`src/rtl/hilo_mac_pkg.sv`:
```
package hilo_mac_pkg;

  typedef enum logic [2:0] {
    OP_MUL_S = 3'd0,
    OP_MUL_U = 3'd1,
    OP_ADD_S = 3'd2,
    OP_ADD_U = 3'd3,
    OP_SUB_S = 3'd4,
    OP_SUB_U = 3'd5
  } mac_op_e;

  typedef enum logic [1:0] {
    MODE_SET = 2'd0,
    MODE_ADD = 2'd1,
    MODE_SUB = 2'd2
  } acc_mode_e;

  // codes 6 and 7 carry no operation
  function automatic logic op_valid(input logic [2:0] code);
    return code <= 3'd5;
  endfunction

  // bits 2:1 of the code pick how the product meets HI:LO
  function automatic acc_mode_e mode_of(input logic [1:0] grp);
    case (grp)
      2'd0:    return MODE_SET;
      2'd1:    return MODE_ADD;
      default: return MODE_SUB;
    endcase
  endfunction

endpackage

```
`src/rtl/hilo_mac_ctrl.sv`:
```
module hilo_mac_ctrl
  import hilo_mac_pkg::*;
#(
  parameter int STEPS = 4
) (
  input  logic      clk,
  input  logic      rst_n,
  input  logic      start,
  input  logic [2:0] op,
  output logic      accept,
  output logic      busy,
  output logic      finish,
  output logic      done,
  output acc_mode_e mode
);
  localparam int CW = (STEPS > 1) ? $clog2(STEPS) : 1;
  localparam logic [CW-1:0] LAST = CW'(STEPS - 1);

  logic [CW-1:0] cnt_q;
  logic          busy_q;
  logic          done_q;
  acc_mode_e     mode_q;

  assign accept = start && !busy_q && op_valid(op);
  assign finish = busy_q && (cnt_q == LAST);

  always_ff @(posedge clk) begin
    if (!rst_n) begin
      busy_q <= 1'b0;
      cnt_q  <= '0;
      done_q <= 1'b0;
      mode_q <= MODE_SET;
    end else begin
      done_q <= finish;
      if (accept) begin
        busy_q <= 1'b1;
        cnt_q  <= '0;
        mode_q <= mode_of(op[2:1]);
      end else if (busy_q) begin
        if (finish) busy_q <= 1'b0;
        else        cnt_q  <= cnt_q + 1'b1;
      end
    end
  end

  assign busy = busy_q;
  assign done = done_q;
  assign mode = mode_q;
endmodule

```
`src/rtl/hilo_mac_mult.sv`:
```
module hilo_mac_mult #(
  parameter int W     = 32,
  parameter int STEPS = 4
) (
  input  logic           clk,
  input  logic           rst_n,
  input  logic           accept,
  input  logic           advance,
  input  logic           sgn,
  input  logic [W-1:0]   a,
  input  logic [W-1:0]   b,
  output logic [2*W-1:0] prod_next
);
  localparam int PW    = 2 * W;
  localparam int CHUNK = PW / STEPS;

  logic [PW-1:0] a_q, b_q, part_q;

  function automatic logic [PW-1:0] extend(input logic [W-1:0] x, input logic s);
    return s ? {{W{x[W-1]}}, x} : {{W{1'b0}}, x};
  endfunction

  // one slice of the multiplier operand times the shifted multiplicand
  function automatic logic [PW-1:0] slice_term(input logic [PW-1:0] mcand,
                                               input logic [CHUNK-1:0] slice);
    return mcand * PW'(slice);
  endfunction

  assign prod_next = part_q + slice_term(a_q, b_q[CHUNK-1:0]);

  always_ff @(posedge clk) begin
    if (!rst_n) begin
      a_q    <= '0;
      b_q    <= '0;
      part_q <= '0;
    end else if (accept) begin
      a_q    <= extend(a, sgn);
      b_q    <= extend(b, sgn);
      part_q <= '0;
    end else if (advance) begin
      a_q    <= a_q << CHUNK;
      b_q    <= b_q >> CHUNK;
      part_q <= prod_next;
    end
  end
endmodule

```
`src/rtl/hilo_mac_acc.sv`:
```
module hilo_mac_acc
  import hilo_mac_pkg::*;
#(
  parameter int W = 32
) (
  input  logic           clk,
  input  logic           rst_n,
  input  logic           finish,
  input  logic           busy,
  input  acc_mode_e      mode,
  input  logic [2*W-1:0] prod,
  input  logic           hi_we,
  input  logic [W-1:0]   hi_wdata,
  input  logic           lo_we,
  input  logic [W-1:0]   lo_wdata,
  output logic [W-1:0]   hi,
  output logic [W-1:0]   lo
);
  localparam int PW = 2 * W;

  logic [W-1:0] hi_q, lo_q;

  function automatic logic [PW-1:0] combine(input acc_mode_e m,
                                            input logic [PW-1:0] cur,
                                            input logic [PW-1:0] p);
    case (m)
      MODE_ADD: return cur + p;
      MODE_SUB: return cur - p;
      default:  return p;
    endcase
  endfunction

  always_ff @(posedge clk) begin
    if (!rst_n) begin
      hi_q <= '0;
      lo_q <= '0;
    end else if (finish) begin
      {hi_q, lo_q} <= combine(mode, {hi_q, lo_q}, prod);
    end else if (!busy) begin
      if (hi_we) hi_q <= hi_wdata;
      if (lo_we) lo_q <= lo_wdata;
    end
  end

  assign hi = hi_q;
  assign lo = lo_q;
endmodule

```
`src/rtl/hilo_mac.sv`:
```
module hilo_mac
  import hilo_mac_pkg::*;
#(
  parameter int W     = 32,
  parameter int STEPS = 4
) (
  input  logic         clk,
  input  logic         rst_n,
  input  logic         start,
  input  logic [2:0]   op,
  input  logic [W-1:0] opa,
  input  logic [W-1:0] opb,
  input  logic         hi_we,
  input  logic [W-1:0] hi_wdata,
  input  logic         lo_we,
  input  logic [W-1:0] lo_wdata,
  output logic [W-1:0] hi,
  output logic [W-1:0] lo,
  output logic         busy,
  output logic         done
);
  logic           accept;
  logic           finish;
  acc_mode_e      mode;
  logic [2*W-1:0] prod_next;

  hilo_mac_ctrl #(.STEPS(STEPS)) u_ctrl (
    .clk(clk), .rst_n(rst_n), .start(start), .op(op),
    .accept(accept), .busy(busy), .finish(finish), .done(done), .mode(mode)
  );

  hilo_mac_mult #(.W(W), .STEPS(STEPS)) u_mult (
    .clk(clk), .rst_n(rst_n), .accept(accept), .advance(busy),
    .sgn(~op[0]), .a(opa), .b(opb), .prod_next(prod_next)
  );

  hilo_mac_acc #(.W(W)) u_acc (
    .clk(clk), .rst_n(rst_n), .finish(finish), .busy(busy), .mode(mode),
    .prod(prod_next), .hi_we(hi_we), .hi_wdata(hi_wdata),
    .lo_we(lo_we), .lo_wdata(lo_wdata), .hi(hi), .lo(lo)
  );
endmodule

```
`config.mk`:
```
export PLATFORM = sky130hd
export DESIGN_NAME = hilo_mac
export DESIGN_NICKNAME = d
export VERILOG_FILES = /design/src/rtl/hilo_mac_pkg.sv /design/src/rtl/hilo_mac_ctrl.sv /design/src/rtl/hilo_mac_mult.sv /design/src/rtl/hilo_mac_acc.sv /design/src/rtl/hilo_mac.sv
export SDC_FILE = /design/constraint.sdc
export NUM_CORES = 2
export LEC_CHECK = 0
export BUFFER_PORTS_ARGS = -buffer_cell sky130_fd_sc_hd__buf_2
export CAP_MARGIN = 10
export CORE_MARGIN = 1
export CORE_UTILIZATION = 35
export CTS_CLUSTER_DIAMETER = 30
export DETAILED_ROUTE_END_ITERATION = 10
export GPL_TIMING_DRIVEN = 0
export SYNTH_ARGS = -nofsm -noshare
export SYNTH_HDL_FRONTEND = slang
export SYNTH_SLANG_ARGS = --single-unit
```
`constraint.sdc`:
```
create_clock -name clk -period 9.9 [get_ports clk]
set_clock_uncertainty 0.05 [all_clocks]
set_input_delay 1.98 -clock clk [delete_from_list [all_inputs] [get_ports clk]]
set_output_delay 1.98 -clock clk [all_outputs]
set_load 0.01 [all_outputs]
```
==> impl_metrics.ini <==
[run_status]
status = finished with violations
failed_checks = negative setup slack

[drt]
avgViaCountPerCell = 5.34
first_iter_violations = 3555
dr.pass1.iters = 6
wl_mm = 182
drc = 0
vias = 40702
antenna_left = 0
wl_per_cell_um = 23.9

[grt]
grt_pass1_vias = 40861
grt_usage_pct = 28.4
grt_pass1_wl_mm = 268
grt_max_degree = 13
antenna_found_initial = 8
grt_overflow_total = 0

[floorplanning]
start_util_pct = 35.3
die_x_um = 358
dieHeight_um = 358
io_pins = 202
dieArea_um2 = 128000
core_area_um2 = 126000
placementRows = 130

[power_and_ir_drop]
p_clk_share_pct = 34.7
internal-power_mw = 3.98
p_sw_mw = 2.97
p_leak_nw = 24.6
switching_share_pct = 42.7
power_density_nw_per_um2 = 128
share_comb_of_total_power_pct = 49.3
vdd_drop_max_mv = 0.142
sequentialPowerShare_pct = 16.0

[critical_path]
timing.rr.start = u_mult.b_q[12]$_SDFFE_PN0P_
worstSetupStartpoint = u_mult.b_q[12]$_SDFFE_PN0P_
critPathMaxFanout = 10
crit_type = reg2reg
start_kind = flip-flop
crit_top_cell = fa_1
end_kind = flip-flop
max_stage_delay_ns = 0.57
crit_required_ns = 10.35
reg2reg_slack_ns = -0.48
worstReg2RegEnd = u_acc.hi[31]$_SDFFE_PN0P_
critPathSlowestCell = fa_1
critical_path_arrival_ns = 10.82
reg2regPathDepth = 41

[yosys]
ys_ff_latch = 232
synthTopCellsByCount = nand2_1 (1020), inv_1 (1018), fa_1 (815)
yosysWarnings = 0
synth_most_common_cell = nand2_1
yosysTopAreaCell = fa_1
synth_top_cell_area_share_pct = 36.7
netlist_top_cells_area = fa_1 (37%), dfxtp_1 (10%), nand2_1 (8.6%)
ys.flop_type = dfxtp_1
synthArstFlopShare_pct = 0
synthCells = 5527
postSynthAreaPerCell_um2 = 8.03
synth_nets = 6644
syn_area_um2 = 44400
synth_edf_count = 0
yosys.cell_types.count = 95
yosysSeqAreaShare_pct = 10.5

[sta]
finalHoldViolCount = 0
setup_ws_ns = -0.478
setup_violations = 15
fmax_mhz = 96.4
min_period_ns = 10.38
tightest_slew_ns = 1.25
finalCritPeriodShare_pct = 105
whs_ns = 0.405
final_max_slew_viol_count = 0
rsz0062_at_grt = yes
relSlewSlack_pct = 17.0

[cts]
clk_pin_slew_ns = 0.04
cts_tree = done
cts_sinks = 232
cts_root_buf = clkbuf_16
cts_buffers = 72
clock_path_buffers = 3
ctsHtreeMaxLevel = 3
insertion_delay_ns = 0.64
holdBufCountCts = 0

[hold_path]
min_from = u_mult.b_q[62]$_SDFFE_PN0P_
hold_path_class = reg2reg
holdPathEnd = u_mult.b_q[62]$_SDFFE_PN0P_
holdPathStages = 2

[final_layout]
fin_area_um2 = 54300
fin_nets = 7029
syn2layout_area_growth_pct = 22.3
num-fill-cells = 12569
drive_above_1_share_pct = 17.0
utilization_pct = 43.2

[placed_design]
place.gp.congestion = 0.978
hpwlAfterDp_mm = 147
io_buffers = 201
dpl_cell_area_um2 = 47500

[flow_run]
maxCapViolCount = 0
## metrics by stage
step | instances | power (mW) | setup slack (ns) | setup TNS (ns)
6_report | 7618 | 6.96 | -0.478 | -3.81
5_1_grt | 7617 | 7.28 | -0.674 | -7.57
4_1_cts | 7569 | 6.70 | -0.447 | -2.93
3_5_place_dp | 7378 | 3.94 | -3.77 | -93.25
3_3_place_gp | 7378 | 3.94 | -3.91 | -96.69
2_1_floorplan | 5527 | 3.01 | 0.00741 | 0
## cell families (layout without fill, tap and decap cells)
family | after synthesis | after routing | share of synthesized area [%]
DFF | 232 | 232 | 10.5
xor gates and xnor gates | 189 | 189 | 3.74
muxes | 60 | 60 | 1.37
other | 0 | 1 | 0
adders and majority gates | 981 | 981 | 41.4
AOI/OAI and AO/OA | 839 | 839 | 12.2
buffers and inverters | 1366 | 1806 | 11.6
and+or+nand+nor | 1860 | 1860 | 19.2
## sequential cells by signal, indices dropped and copies added, names as in the netlist
name and cells:
u_mult.a_q 64, u_mult.part_q 64, u_mult.b_q 34, u_acc.hi 32, u_acc.lo 32, u_ctrl.cnt_q 2
u_ctrl.mode 2, u_ctrl.busy 1, u_ctrl.done 1
## critical path, delay by kind of cell (launching register included)
kind,cells,cell delay (ns)
fa+ha+maj,8,3.84
xor+xnor,2,0.41
simple gates,12,2.16
buf+inv,8,0.96
flops,1,0.46
compound gates,11,2.33
## timing repair
| item | CTS | global route |
|---|---|---|
| setup endpoints to repair | 46 | 31 |
| pin swaps | 120 | 95 |
| endpoints found under the hold margin | 0 | 0 |
| gates cloned | 1 | 3 |
| setup buffers | 109 | 56 |
| gates resized for setup | 618 | 217 |
## cells in the final DEF, fill, tap and decap left out, types with 131 or more instances in the layout
| cell type | n |
|---|---|
| buf_4 | 159 |
| ha_1 | 131 |
| inv_1 | 1008 |
| a21oi_1 | 264 |
| nor2_1 | 210 |
| fa_1 | 806 |
| dfxtp_1 | 174 |
| and2_1 | 271 |
| nand2_1 | 1007 |
| buf_2 | 209 |
| clkbuf_1 | 142 |
## per-layer routing
metal,part of all wire [%],global-route usage [%],up-vias
li1,-,-,17879
met1,42,39.2,20455
met2,43,43.3,2038
met3,11,6.95,326
met4,4.1,9.56,4
met5,0.012,0,-
## worst max path at each step
stage                     depth (start not counted)  slack, ns                         to
after floorplan                                  39      0.007  u_acc.hi[30]$_SDFFE_PN0P_
after global placement                           40      -3.91  u_acc.hi[31]$_SDFFE_PN0P_
after detailed placement                         40      -3.77  u_acc.hi[31]$_SDFFE_PN0P_
after CTS                                        41      -0.45  u_acc.hi[31]$_SDFFE_PN0P_
after global routing                             39      -0.67  u_acc.hi[31]$_SDFFE_PN0P_
final                                            41      -0.48  u_acc.hi[31]$_SDFFE_PN0P_
## cell type report
class	count	area [um2]	share of cell area [%]
Antenna cell	1	2.50	0.00461
Buffer	287	2150	3.96
Clock buffer	95	2010	3.70
Clock inverter	34	536	0.986
Inverter	1019	3820	7.04
Multi-Input combinational cell	3929	36500	67.1
Sequential cell	232	4830	8.89
Tap cell	1650	2060	3.80
Timing Repair Buffer	371	2440	4.50
## power groups by stage
stage / Sequential [mW] / Clock, mW / Combinational [mW]
2_1_floorplan: 1.06 / 0 / 1.96
3_3_place_gp: 1.09 / 0 / 2.85
3_5_place_dp: 1.09 / 0 / 2.85
4_1_cts: 1.10 / 2.43 / 3.17
5_1_grt: 1.11 / 2.48 / 3.69
6_report: 1.11 / 2.41 / 3.43
No activity file was read; power rests on OpenSTA's default activity.
